==> src/rtl/irq_pkg.sv <==
`timescale 1ns/1ps
package irq_pkg;
  localparam int ADDR_W = 2;

  typedef enum logic [ADDR_W-1:0] {
    REG_EVT   = 2'd0,
    REG_SENSE = 2'd1,
    REG_MASK  = 2'd2,
    REG_NONE  = 2'd3
  } reg_sel_e;

  typedef enum int {
    SRC_TSHUT  = 0,
    SRC_TWARN  = 1,
    SRC_TPRE   = 2,
    SRC_UVLO   = 3,
    SRC_ILIM   = 4,
    SRC_SHORT  = 5,
    SRC_PGOOD  = 6,
    SRC_COUNT  = 7
  } src_idx_e;
endpackage

==> src/rtl/irq_sync_edge.sv <==
`timescale 1ns/1ps
module irq_sync_edge #(
  parameter int NSRC   = 7,
  parameter int STAGES = 2
) (
  input  logic            clk,
  input  logic            rst,
  input  logic [NSRC-1:0] din,
  output logic [NSRC-1:0] level,
  output logic [NSRC-1:0] evt
);
  localparam int TOP = STAGES - 1;

  logic [NSRC-1:0] prev_q;

  for (genvar i = 0; i < NSRC; i++) begin : g_bit
    logic [STAGES-1:0] chain_q;
    always_ff @(posedge clk) begin
      if (rst) chain_q <= '0;
      else     chain_q <= {chain_q[STAGES-2:0], din[i]};
    end
    assign level[i] = chain_q[TOP];
  end

  always_ff @(posedge clk) begin
    if (rst) prev_q <= '0;
    else     prev_q <= level;
  end

  assign evt = level ^ prev_q;
endmodule

==> src/rtl/irq_evt_reg.sv <==
`timescale 1ns/1ps
module irq_evt_reg #(
  parameter int NSRC = 7
) (
  input  logic            clk,
  input  logic            rst,
  input  logic [NSRC-1:0] evt,
  input  logic            clr,
  output logic [NSRC-1:0] flags
);
  logic [NSRC-1:0] kept;

  always_comb kept = clr ? '0 : flags;

  always_ff @(posedge clk) begin
    if (rst) flags <= '0;
    else     flags <= kept | evt;
  end
endmodule

==> src/rtl/irq_reg_if.sv <==
`timescale 1ns/1ps
module irq_reg_if
  import irq_pkg::*;
#(
  parameter int NSRC = 7,
  parameter int DW   = 8
) (
  input  logic              clk,
  input  logic              rst,
  input  logic              rd_en,
  input  logic              wr_en,
  input  logic [ADDR_W-1:0] addr,
  input  logic [NSRC-1:0]   wr_data,
  input  logic [NSRC-1:0]   flags,
  input  logic [NSRC-1:0]   level,
  output logic [NSRC-1:0]   mask,
  output logic              clr,
  output logic [DW-1:0]     rd_data
);
  logic [DW-1:0] rd_mux;

  always_comb begin
    unique case (reg_sel_e'(addr))
      REG_EVT:   rd_mux = DW'(flags);
      REG_SENSE: rd_mux = DW'(level);
      REG_MASK:  rd_mux = DW'(mask);
      default:   rd_mux = '0;
    endcase
  end

  assign clr = rd_en && (reg_sel_e'(addr) == REG_EVT);

  always_ff @(posedge clk) begin
    if (rst) begin
      mask    <= '0;
      rd_data <= '0;
    end else begin
      if (wr_en && reg_sel_e'(addr) == REG_MASK) mask <= wr_data;
      if (rd_en) rd_data <= rd_mux;
    end
  end
endmodule

==> src/rtl/irq_status_ctrl.sv <==
`timescale 1ns/1ps
module irq_status_ctrl
  import irq_pkg::*;
#(
  parameter int NSRC   = 7,
  parameter int DW     = 8,
  parameter int STAGES = 2
) (
  input  logic              clk,
  input  logic              rst,
  input  logic [NSRC-1:0]   status_in,
  input  logic              rd_en,
  input  logic              wr_en,
  input  logic [ADDR_W-1:0] addr,
  input  logic [NSRC-1:0]   wr_data,
  output logic [DW-1:0]     rd_data,
  output logic              irq_n
);
  logic [NSRC-1:0] lvl_v;
  logic [NSRC-1:0] evt_v;
  logic [NSRC-1:0] ack_q;
  logic [NSRC-1:0] mask_q;
  logic            clr_s;

  irq_sync_edge #(.NSRC(NSRC), .STAGES(STAGES)) u_sync (
    .clk(clk), .rst(rst), .din(status_in), .level(lvl_v), .evt(evt_v)
  );

  irq_evt_reg #(.NSRC(NSRC)) u_evt (
    .clk(clk), .rst(rst), .evt(evt_v), .clr(clr_s), .flags(ack_q)
  );

  irq_reg_if #(.NSRC(NSRC), .DW(DW)) u_regs (
    .clk(clk), .rst(rst), .rd_en(rd_en), .wr_en(wr_en), .addr(addr),
    .wr_data(wr_data), .flags(ack_q), .level(lvl_v), .mask(mask_q),
    .clr(clr_s), .rd_data(rd_data)
  );

  always_ff @(posedge clk) begin
    if (rst) irq_n <= 1'b1;
    else     irq_n <= ~|(ack_q & ~mask_q);
  end
endmodule

==> config.mk <==
export PLATFORM = sky130hd
export DESIGN_NAME = irq_status_ctrl
export DESIGN_NICKNAME = d
export VERILOG_FILES = /design/src/rtl/irq_pkg.sv /design/src/rtl/irq_sync_edge.sv /design/src/rtl/irq_evt_reg.sv /design/src/rtl/irq_reg_if.sv /design/src/rtl/irq_status_ctrl.sv
export SDC_FILE = /design/constraint.sdc
export NUM_CORES = 1
export LEC_CHECK = 0
export CAP_MARGIN = 0
export CORE_ASPECT_RATIO = 0.75
export CORE_MARGIN = 4
export CORE_UTILIZATION = 34
export DETAILED_ROUTE_END_ITERATION = 6
export SLEW_MARGIN = 5
export SYNTH_ARGS = -nofsm -noshare
export SYNTH_HDL_FRONTEND = slang
export SYNTH_SLANG_ARGS = --single-unit
==> constraint.sdc <==
create_clock -name clk -period 1.7 [get_ports clk]
set_clock_uncertainty 0.15 [all_clocks]
set_input_delay 0.425 -clock clk [delete_from_list [all_inputs] [get_ports clk]]
set_output_delay 0.425 -clock clk [all_outputs]
set_load 0.02 [all_outputs]
=== After elaboration in Yosys (flattened, before gate mapping) ===
Cells that the tools add are included.
W data, S select, Z words.

* Register bits after elaboration: 44
* Latch bits: 0
* Bits in writable memories: 0
* Memory bits (read-only): 0
* Output and inout bits: 9
* Logic and storage cells: 25
* Memories kept: 0

* Add/sub/neg operators: 0
* Multiply operators: 0
* Div/mod/pow operators: 0
* $lt $le $gt $ge: 0
* Eq/ne operators: 2
* Shift-type cells: 0
* Multiplexer cells: 2
* Bitwise logic cells: 4
* Reductions and logical operators: 5

{| class="wikitable"
|+ Operators with widths
! operator !! count
|-
| $pmux W7 S3 || 1
|-
| $and A7 B7 Y7 || 1
|-
| $mux W7 || 1
|-
| $not A7 Y7 || 1
|-
| $or A7 B7 Y7 || 1
|-
| $reduce_or A7 Y1 || 1
|-
| $xor A7 B7 Y7 || 1
|-
| $eq A2 B1 Y1 const B || 1
|-
| $eq A2 B2 Y1 const B || 1
|-
| $logic_and A1 B1 Y1 || 2
|-
| $logic_not A2 Y1 || 1
|-
| $logic_not A1 Y1 || 1
|}

=== Logic depth before layout (Yosys ltp) ===
Gate-level depths: netlist (run 1).

* Depth after elaboration: 4
* Depth in mapped cells: 5
* Depth with buffers taken out: 3

=== Cells and area by module ===
Synthesis (run 1) repeated with hierarchy kept, for this count alone.

* Cells, all modules: 180
* Area total of the unflattened synthesis: 1,811.7 um^2

{| class="wikitable"
|+ By module, submodules not included
! module !! times used !! cells an instance !! area each (um^2)
|-
| irq_reg_if || 1 || 83 || 749.5
|-
| irq_sync_edge || 1 || 58 || 738.2
|-
| irq_evt_reg || 1 || 28 || 245.2
|-
| irq_status_ctrl || 1 || 11 || 78.8
|}

=== Worst setup path after synthesis (run 1) ===
OpenSTA, ideal clock, no wires.

* Path type: input-to-reg
* From: input addr[0]
* To: register u_evt.flags[0]
* Arrival: 1,212 ps
* Data required time: 1,422 ps
* Setup slack: 210 ps
* Stages: 5
* Cells stage by stage: buf_6 > or3b_1 > buf_6 > a21oi_2 > nor2_1

* Longest elaborated chain between the ends: 4

{| class="wikitable"
|+ RTL lines
! item !! line !! RTL
|-
| start: declaration || irq_status_ctrl.sv:14 || <nowiki>input logic [ADDR_W-1:0] addr,</nowiki>
|-
| $logic_not A2 Y1 || irq_reg_if.sv:31 || <nowiki>assign clr = rd_en && (reg_sel_e'(addr) == REG_EVT);</nowiki>
|-
| $logic_and A1 B1 Y1 || irq_reg_if.sv:31 ||
|-
| $mux W7 || irq_evt_reg.sv:13 || <nowiki>always_comb kept = clr ? '0 : flags;</nowiki>
|-
| $or A7 B7 Y7 || irq_evt_reg.sv:17 || <nowiki>else flags <= kept | evt;</nowiki>
|-
| end signal: assignment || irq_evt_reg.sv:17 ||
|-
| end: declaration || irq_evt_reg.sv:9 || <nowiki>output logic [NSRC-1:0] flags</nowiki>
|}

Every way passes these cells.
A chain may end at the register's enable or synchronous reset.

=== Worst setup path after layout (run 1) ===
* From: input addr[0]
* To: register u_regs.mask[6]

* Longest elaborated chain between the ends: 2

{| class="wikitable"
|+ RTL lines
! item !! line !! RTL
|-
| $eq A2 B2 Y1 || irq_reg_if.sv:38 || <nowiki>if (wr_en && reg_sel_e'(addr) == REG_MASK) mask <= wr_data;</nowiki>
|-
| $logic_and A1 B1 Y1 || irq_reg_if.sv:38 ||
|-
| end signal: assignment || irq_reg_if.sv:38 ||
|-
| end: declaration || irq_reg_if.sv:16 || <nowiki>output logic [NSRC-1:0] mask,</nowiki>
|}

Every way passes these cells.

==> out/summary.log, run 1 <==
qor: grt.grt_use_total 0.115
qor: worst_setup_path.critical_path_required 1770 ps
qor: layout.num-nets-final 217
qor: yosys.yosysWarnings 0
qor: routing.first_pass_iters 4
qor: yosys.synthesis.area_per_instance 10.0 um2
qor: worst_setup_path.regToRegSetupSlack 400 ps
qor: floorplan.floorplan.core_area 4570 um2
qor: clock_tree.clock_tree.htree_level_count 2
qor: yosys.synth_top_area_share 0.521
qor: yosys.synthDistinctLibCells 28
qor: timing.setup_total_negative_slack 0 ps
qor: layout.area.growth.synth_to_final 26.3%
qor: yosys.yosys-mux-area-fraction 0.0424
qor: clock_tree.cts_tree yes
qor: routing.drt-wirelength-per-cell 12.2 um
qor: yosys.adder_cell_share_of_the_synthesized_area 0
qor: worst_setup_path.critical_path_peak_fanout 8
qor: worst_setup_path.cpLargestDelayFamily buffers and inverters
qor: placement.dp_cells 247
qor: timing.maximum_clock_frequency 619 MHz
qor: worst_setup_path.setup.worst_path.start_class primary input
qor: worst_setup_path.critical_path_arrival 1690 ps
qor: floorplan.fp.dieArea 6050 um2
qor: yosys.post_syn_instances 165
qor: yosys.synth_enable_flop_cells 0
qor: grt.vias_in_the_first_global_route 1220
qor: worst_setup_path.worst_path_largest_cell_delay 470 ps
qor: worst_setup_path.critical_path.cell_chain clkdlybuf4s50_1, buf_4, nor2b_4, buf_6, nand3_1, a21oi_1
qor: yosys.synth_compound_gate_area_share 0.123
qor: layout.n_diodes 0
qor: grt.pin_count_of_the_biggest_net_entering_global_routing 44
qor: layout.post_route_cells_drive_above_1_share 0.152
qor: power_and_ir_drop.peakVddDrop 0.000430 V
qor: routing.drtAntennaViolNets 0
qor: routing.drt_wl_total 3120 um
qor: yosys.most_common_cell_in_the_netlist sky130_fd_sc_hd__dfxtp_1
qor: timing.hold_viol 0
qor: grt.antenna_found_initial 0
qor: placement.place_hpwl 2250 um
qor: yosys.synth-seq-cells 43
qor: floorplan.placement_rows 21
qor: worst_setup_path.critPathSlowestCell sky130_fd_sc_hd__clkdlybuf4s50_1
qor: timing.final_period_minus_worst_setup_slack 1620 ps
qor: yosys.mappedNetlistNets 185
qor: timing.timing_max_transition_violations_final 0
qor: yosys.synth-simple-area-share 0.221
qor: worst_setup_path.critPathBufInv 3
qor: clock_tree.clkSinkCount 43
qor: clock_tree.clockRootBuffer sky130_fd_sc_hd__clkbuf_8
qor: clock_tree.cts.repair_timing.setup_buffer_count 0
qor: min_path.holdCritPathClass register to register
qor: timing.post-route-period-util 0.950
qor: routing.vias 1223
qor: routing.drt_first_iter_violations 43
qor: grt.grt_remaining_overflow 0
qor: power_and_ir_drop.totalPowerFinal 1940 uW
qor: power_and_ir_drop.pwr_density_cell 931 nW/um2
qor: yosys.dominantRegCellSynth sky130_fd_sc_hd__dfxtp_1
qor: power_and_ir_drop.p_leak 0.000822 uW
qor: clock_tree.cts-buffers-inserted 5
qor: placement.globalplace.congestion 0.739
qor: routing.vias_per_cell 4.80
qor: worst_setup_path.worstSetupEndpointType register
qor: floorplan.chipWidth 88.5 um
qor: routing.remaining_drc_errors 0
qor: outcome.outcome complete, no violations
qor: yosys.ys_async_sr_fraction 0
qor: yosys.synth_top_area_cell sky130_fd_sc_hd__dfxtp_1
qor: yosys.syn_area 1650 um2
qor: floorplan.die_h 68.4 um
qor: yosys.synth_common_cells 43 x sky130_fd_sc_hd__dfxtp_1, 21 x sky130_fd_sc_hd__nor2b_1, 14 x sky130_fd_sc_hd__nor2_1
qor: floorplan.initial_utilization 0.362
qor: layout.fin_cells 255
qor: job.max_cap_viol_count 0
qor: yosys.synthTopCellsByArea sky130_fd_sc_hd__dfxtp_1 52%, sky130_fd_sc_hd__nor2b_1 7.9%, sky130_fd_sc_hd__mux2i_1 4.2%, sky130_fd_sc_hd__a21oi_2 3.7%, sky130_fd_sc_hd__xor2_1 3.7%
qor: yosys.synth_sequential_area_ratio 0.521
qor: yosys.synth_top_family_by_area simple AND/OR/NAND/NOR gates
qor: clock_tree.clk_pin_slew_worst_paths 80 ps
qor: worst_setup_path.worst-setup-path-type primary input to register
qor: clock_tree.clk-insertion-delay-late 290 ps
qor: clock_tree.cts-root-to-sink-buffers 2
qor: placement.buffer_ports.inserted 27
qor: timing.setup_violations 0
qor: grt.grt_first_pass_wirelength 5300 um
qor: timing.whs 290 ps
qor: floorplan.io_pins 29
qor: yosys.xor_xnor_fraction_of_synth_area 0.0371
## repair_timing
action / 4_1_cts / 5_1_grt
resized for setup: 8 / 3
hold buffers: 0 / 0
endpoints found under the setup margin: 8 / 9
endpoints found under the hold margin: 0 / 0
## state kept, by name (all words and copies together) (netlist names)
signal                count
u_regs.mask               7
irq_n                     1
u_regs.rd_data            7
u_evt.flags               7
u_sync.prev_q             7
u_sync.g_bit.chain_q     14
## layout by cell type, fill, tap and decap left out, types with 2 or more instances in the layout
cell type,instances
sky130_fd_sc_hd__nand2_1,11
sky130_fd_sc_hd__dfxtp_1,43
sky130_fd_sc_hd__nand2_2,3
sky130_fd_sc_hd__a311oi_2,4
sky130_fd_sc_hd__nand3_1,7
sky130_fd_sc_hd__inv_1,5
sky130_fd_sc_hd__buf_6,2
sky130_fd_sc_hd__clkdlybuf4s50_1,19
sky130_fd_sc_hd__nand2b_1,2
sky130_fd_sc_hd__a21oi_2,7
sky130_fd_sc_hd__buf_4,5
sky130_fd_sc_hd__nor2b_1,21
sky130_fd_sc_hd__dlygate4sd2_1,8
sky130_fd_sc_hd__nor2_1,14
sky130_fd_sc_hd__a21oi_1,7
sky130_fd_sc_hd__or2_1,7
sky130_fd_sc_hd__xor2_1,7
sky130_fd_sc_hd__a311oi_1,3
sky130_fd_sc_hd__mux2i_1,7
sky130_fd_sc_hd__clkbuf_8,5
## final cells by class
type,count,area (um2)
Tap cell,57,71.3
Timing Repair Buffer,35,340
Inverter,5,18.8
Sequential cell,43,861
Clock inverter,2,12.5
Fill cell,440,2480
Clock buffer,6,72.6
Multi-Input combinational cell,107,711
## metal layers
metal  vias to the layer above  GRT usage  wire (um)  part of all wire
li1                        604          -          -                 -
met2                        25      0.191       1460              0.47
met5                         -          0          0                 0
met4                         0     0.0585         57             0.018
met3                         7     0.0397        172             0.055
met1                       587      0.132       1430              0.46
## worst paths after layout
check | endpoint | cells past startpoint | startpoint
worst max-delay path | u_regs.mask[6] | 6 | addr[0]
worst min-delay path | u_sync.g_bit[2].chain_q[1] | 1 | u_sync.g_bit[2].chain_q[0]
worst max register to register | irq_n | 3 | u_regs.mask[5]
worst min register to register | u_sync.g_bit[2].chain_q[1] | 1 | u_sync.g_bit[2].chain_q[0]
## through the flow
| step | setup slack (ps) | util | cell area [um2] |
|---|---|---|---|
| 2_1_floorplan | 210 | - | 1650 |
| 3_3_place_gp | -185 | 0.437 | 2000 |
| 4_1_cts | 59.0 | 0.453 | 2070 |
| 6_report | 85.0 | 0.456 | 2090 |
| 5_1_grt | -1.15 | 0.456 | 2090 |
| 3_5_place_dp | -238 | 0.437 | 2000 |
## kinds of logic (layout without fill, tap and decap cells)
logic type,Yosys count,after routing
other cells,1,1
simple gates,68,68
mux,7,7
flops,43,43
compound gates,24,24
buf+inv,15,48
xor+xnor,7,7
## power by group
group / internal, uW / total, uW / leakage, uW / switching, uW
Combinational: 125 / 236 / 0.000428 / 111
Clock: 287 / 621 / 0.0000412 / 334
Sequential: 1060 / 1090 / 0.000353 / 30.6
Note: power is estimated with default switching activity, not from simulation.
==> inputs of run 2 (changes only) <==
Settings changed: CORE_UTILIZATION 34 to 51, GPL_TIMING_DRIVEN set to 0, PLACE_DENSITY set to 0.78.
==> out/summary.log, run 2 (synthesized netlist as in run 1, its figures left out) <==
qor: outcome.outcome complete, no violations
qor: clock_tree.clkSinkCount 43 [unchanged]
qor: grt.grt_remaining_overflow 0 [unchanged]
qor: clock_tree.clk-insertion-delay-late 290 ps [about the same]
qor: clock_tree.cts.repair_timing.setup_buffer_count 0 [unchanged]
qor: layout.n_diodes 0 [unchanged]
qor: placement.dp_cells 228 [-7.7%]
qor: routing.first_pass_iters 4 [unchanged]
qor: timing.rsz0062_at_grt false
qor: routing.vias 1240 [+1.4%]
qor: worst_setup_path.setup.worst_path.start_class primary input
qor: floorplan.placement_rows 17 [-19%]
qor: power_and_ir_drop.pwr_density_cell 1030 nW/um2 [+11%]
qor: grt.grt_use_total 0.180 [+0.0644]
qor: placement.place_hpwl 2480 um [+10%]
qor: timing.hold_viol 0 [unchanged]
qor: floorplan.io_pins 29 [unchanged]
qor: timing.timing_max_transition_violations_final 0 [unchanged]
qor: grt.antenna_found_initial 0 [unchanged]
qor: clock_tree.clock_tree.htree_level_count 2 [unchanged]
qor: layout.largest_register_ff_count 14 [unchanged]
qor: floorplan.fp.dieArea 4230 um2 [-30%]
qor: floorplan.die_h 57.3 um [-16%]
qor: clock_tree.cts-root-to-sink-buffers 2 [unchanged]
qor: worst_setup_path.worst-setup-path-type primary input to register
qor: timing.whs 283 ps [-7.23 ps]
qor: timing.post-route-period-util 0.933 [-0.0175]
qor: placement.globalplace.congestion 0.757 [+2.5%]
qor: power_and_ir_drop.p_leak 0.000829 uW [+0.75%]
qor: layout.area.growth.synth_to_final 24.5%
qor: routing.vias_per_cell 5.25 [+9.6%]
qor: clock_tree.cts_hold_buf 0 [unchanged]
qor: layout.mostFrequentLayoutCell sky130_fd_sc_hd__dfxtp_1
qor: layout.post_route_cells_drive_above_1_share 0.141 [-0.0101]
qor: power_and_ir_drop.totalPowerFinal 2120 uW [+9.3%]
qor: timing.maximum_clock_frequency 631 MHz [+1.9%]
qor: layout.fin_cells 236 [-7.5%]
qor: min_path.holdCritPathClass register to register
qor: grt.grt_first_pass_wirelength 5690 um [+7.3%]
qor: timing.timing.max_slew.rel_slack 0.627
qor: layout.largest_register u_sync.g_bit.chain_q
qor: worst_setup_path.critical_path_arrival 1590 ps [-100 ps]
qor: clock_tree.clk_pin_slew_worst_paths 80 ps [about the same]
qor: timing.final_period_minus_worst_setup_slack 1590 ps [-29.7 ps]
qor: placement.buffer_ports.inserted 25 [-7.4%]
qor: timing.setup_total_negative_slack 0 ps [unchanged]
qor: layout.finalCoreUtilization 0.681 [+0.225]
qor: routing.drt_wl_total 3460 um [+11%]
qor: grt.vias_in_the_first_global_route 1186 [-2.8%]
qor: clock_tree.clockRootBuffer sky130_fd_sc_hd__clkbuf_8
qor: power_and_ir_drop.peakVddDrop 0.000603 V [+40%]
qor: routing.drt_first_iter_violations 84 [+95%]
qor: timing.setup_violations 0 [unchanged]
qor: layout.final_cell_mix 43 x sky130_fd_sc_hd__dfxtp_1, 21 x sky130_fd_sc_hd__nor2b_1, 15 x sky130_fd_sc_hd__clkdlybuf4s50_1, 14 x sky130_fd_sc_hd__nor2_1, 11 x sky130_fd_sc_hd__nand2_1
qor: worst_setup_path.critical_path_peak_fanout 10 [+2]
qor: worst_setup_path.critical_path_required 1710 ps [-60 ps]
qor: worst_setup_path.worstSetupEndpointType register
qor: routing.drt-wirelength-per-cell 14.7 um [+20%]
qor: timing.tightest_slew 559 ps
qor: floorplan.initial_utilization 0.547 [+0.186]
qor: routing.remaining_drc_errors 0 [unchanged]
qor: clock_tree.cts-buffers-inserted 5 [unchanged]
qor: layout.num-nets-final 217 [unchanged]
qor: floorplan.chipWidth 73.7 um [-17%]
qor: clock_tree.cts_tree yes
qor: floorplan.floorplan.core_area 3020 um2 [-34%]
qor: job.max_cap_viol_count 0 [unchanged]
qor: grt.pin_count_of_the_biggest_net_entering_global_routing 14 [-68%]
qor: routing.drtAntennaViolNets 0 [unchanged]
qor: clock_tree.cts_resized 11 [+3]
-- run 2: changes by cell type in the layout (fill, tap and decap cells not counted), sizes merged --
| cell | change |
|---|---|
| clkdlybuf4s50 | -4 |
| buf | -2 |
| dlygate4sd2 | +2 |
| clkinvlp | -1 |
| bufinv | +1 |
| clkbuf | +4 |
-- run 2: layer usage --
layer / up-vias / track usage / part of all wire
met5: - / 0 / 0
li1: 606 / - / -
met2: 41 / 0.297 / 0.50
met4: 0 / 0.0775 / 0.019
met3: 9 / 0.0423 / 0.068
met1: 584 / 0.222 / 0.41
-- run 2: path summary, 6_finish.rpt --
kind | startpoint | to | slack (ps) | cells past startpoint
worst min register to register | u_sync.g_bit[2].chain_q[0] | u_sync.g_bit[2].chain_q[1] | 280 | 1
worst max register to register | u_regs.mask[5] | irq_n | 450 | 3
worst max-delay path | rst | u_evt.flags[1] | 110 | 3
worst min-delay path | u_sync.g_bit[2].chain_q[0] | u_sync.g_bit[2].chain_q[1] | 280 | 1
-- run 2: report_power, final --
| group | switching [uW] | internal (uW) |
|---|---|---|
| sequential | 31.1 | 1060 |
| combinational | 115 | 115 |
| clock | 331 | 475 |
-- run 2: per-stage QoR --
stage	instance area [um2]	setup WS [ps]
after floorplan	1650	210
after global placement	1950	-352
after detailed placement	1950	-400
after CTS	2060	139
after global routing	2060	49.3
final	2060	115
-- run 2: final cells by class --
cell class	count	area (um2)
clock buffer	6	82.6
multi-input combinational	107	704
buffer	10	70.1
fill	248	963
tap	38	47.5
inverter	5	18.8
clock inverter	2	35.0
sequential	43	861
timing repair buffer	25	238
-- run 2: worst max-delay path, stage by stage --
cell and delay (ps):
sky130_fd_sc_hd__clkdlybuf4s50_1 580, sky130_fd_sc_hd__clkbuf_1 460, sky130_fd_sc_hd__nor2_1 120
==> inputs of run 3 (changes only) <==
Settings changed: CORE_MARGIN 4 to 2, MAX_ROUTING_LAYER set to met4.
==> out/summary.log, run 3 (synthesized netlist as in run 1, its figures left out) <==
qor: routing.vias_per_cell 5.19 [-1.2%]
qor: timing.setup_violations 0 [unchanged]
qor: timing.tightest_slew 582 ps [+22.2 ps]
qor: floorplan.placement_rows 17 [unchanged]
qor: clock_tree.clk-insertion-delay-late 300 ps [about the same]
qor: grt.vias_in_the_first_global_route 1241 [+4.6%]
qor: grt.antenna_found_initial 0 [unchanged]
qor: worst_setup_path.critical_path_peak_fanout 10 [unchanged]
qor: job.max_cap_viol_count 0 [unchanged]
qor: routing.drtAntennaViolNets 0 [unchanged]
qor: routing.drt_wl_total 3170 um [-8.5%]
qor: timing.maximum_clock_frequency 627 MHz [-0.59%]
qor: timing.timing.max_slew.rel_slack 0.612 [-0.0148]
qor: clock_tree.clk_pin_slew_worst_paths 80 ps [about the same]
qor: timing.whs 284 ps [+1.12 ps]
qor: grt.pin_count_of_the_biggest_net_entering_global_routing 14 [unchanged]
qor: clock_tree.cts_tree yes
qor: layout.n_diodes 0 [unchanged]
qor: grt.grt_first_pass_wirelength 5520 um [-2.9%]
qor: placement.globalplace.congestion 0.809 [+6.8%]
qor: floorplan.fp.dieArea 3720 um2 [-12%]
qor: routing.vias 1225 [-1.2%]
qor: layout.post_route_cells_drive_above_1_share 0.141 [unchanged]
qor: layout.mostFrequentLayoutCell sky130_fd_sc_hd__dfxtp_1
qor: grt.grt_remaining_overflow 0 [unchanged]
qor: timing.post-route-period-util 0.938 [+0.00556]
qor: floorplan.chipWidth 69.7 um [-5.4%]
qor: power_and_ir_drop.peakVddDrop 0.000797 V [+32%]
qor: routing.drt_first_iter_violations 90 [+7.1%]
qor: worst_setup_path.worstSetupEndpointType register
qor: clock_tree.cts.repair_timing.setup_buffer_count 0 [unchanged]
qor: grt.grt_use_total 0.204 [+0.0246]
qor: power_and_ir_drop.pwr_density_cell 1040 nW/um2 [+0.26%]
qor: placement.buffer_ports.inserted 25 [unchanged]
qor: layout.area.growth.synth_to_final 24.5% [unchanged]
qor: layout.final_cell_mix 43 x sky130_fd_sc_hd__dfxtp_1, 21 x sky130_fd_sc_hd__nor2b_1, 15 x sky130_fd_sc_hd__clkdlybuf4s50_1, 14 x sky130_fd_sc_hd__nor2_1, 11 x sky130_fd_sc_hd__nand2_1
qor: worst_setup_path.regToRegSetupSlack 470 ps [+20 ps]
qor: clock_tree.clock_tree.htree_level_count 2 [unchanged]
qor: layout.num-nets-final 217 [unchanged]
qor: outcome.outcome complete, no violations
qor: timing.timing_max_transition_violations_final 0 [unchanged]
qor: routing.drt-wirelength-per-cell 13.4 um [-8.5%]
qor: routing.first_pass_iters 4 [unchanged]
qor: placement.postPlaceCellArea 1950 um2 [unchanged]
qor: worst_setup_path.critical_path_arrival 1600 ps [about the same]
qor: timing.rsz0062_at_grt false
qor: floorplan.initial_utilization 0.547 [unchanged]
qor: min_path.holdCritPathClass register to register
qor: layout.postLayoutCellArea 2060 um2 [unchanged]
qor: placement.place_hpwl 2330 um [-6.1%]
qor: clock_tree.clockRootBuffer sky130_fd_sc_hd__clkbuf_8
qor: timing.final_period_minus_worst_setup_slack 1590 ps [+9.45 ps]
qor: layout.finalCoreUtilization 0.681 [unchanged]
qor: floorplan.io_pins 29 [unchanged]
qor: clock_tree.cts-root-to-sink-buffers 2 [unchanged]
qor: layout.largest_register u_sync.g_bit.chain_q
qor: clock_tree.cts-buffers-inserted 5 [unchanged]
qor: worst_setup_path.critical_path_required 1700 ps [about the same]
qor: routing.remaining_drc_errors 0 [unchanged]
qor: floorplan.die_h 53.3 um [-7.0%]
qor: floorplan.floorplan.core_area 3020 um2 [unchanged]
qor: power_and_ir_drop.p_leak 0.000829 uW [unchanged]
qor: worst_setup_path.worst-setup-path-type primary input to register
qor: worst_setup_path.setup.worst_path.start_class primary input
qor: layout.largest_register_ff_count 14 [unchanged]
qor: clock_tree.clkSinkCount 43 [unchanged]
qor: timing.hold_viol 0 [unchanged]
## run 3: cell counts in the layout (fill, tap and decap cells not counted)
Identical to the previous run, type by type.
## run 3: critical path, cell delays in order
cell,delay (ps)
sky130_fd_sc_hd__clkdlybuf4s50_1,590
sky130_fd_sc_hd__clkbuf_1,490
sky130_fd_sc_hd__a311oi_1,90
## run 3: where the power goes
group	internal [uW]	switching, uW	total [uW]
clock	475	340	815
sequential	1060	29.5	1090
combinational	115	113	228
## run 3: final timing paths
| check | startpoint | end | depth (start not counted) |
|---|---|---|---|
| setup / recovery | rst | u_regs.rd_data[1] | 3 |
| hold / removal | u_sync.g_bit[3].chain_q[0] | u_sync.g_bit[3].chain_q[1] | 1 |
| setup reg to reg | u_regs.mask[5] | irq_n | 3 |
| hold reg to reg | u_sync.g_bit[3].chain_q[0] | u_sync.g_bit[3].chain_q[1] | 1 |
## run 3: through the flow
stage	total power, uW	std cells	TNS [ps]	setup slack, ps
after global routing	2230	236	0	50.8
after global placement	1340	228	-7700	-360
after floorplan	1250	165	0	210
final	2130	236	0	105
after detailed placement	1350	228	-9200	-408
after CTS	2150	236	0	125
## run 3: repair_timing
item | in CTS | in global routing
resized for setup | 11 | 0
setup endpoints to repair | 19 | 0
hold buffers | 0 | 0
## run 3: area by class of cell
type | instances | area [um2]
well taps | 38 | 47.5
repair buffers | 25 | 238
clock inverters | 2 | 35.0
fillers | 234 | 963
inverters | 5 | 18.8
clock buffers | 6 | 82.6
flip-flops and latches | 43 | 861
plain buffers | 10 | 70.1
multi-input cells | 107 | 704
## run 3: routing by layer
layer | up-vias | global-route usage | part of all wire | routed length [um]
met3 | 5 | 0.0876 | 0.053 | 168
met1 | 589 | 0.235 | 0.46 | 1470
met2 | 26 | 0.325 | 0.47 | 1500
li1 | 605 | - | - | -
met4 | 0 | 0.0737 | 0.011 | 34
met5 | - | - | 0 | 0
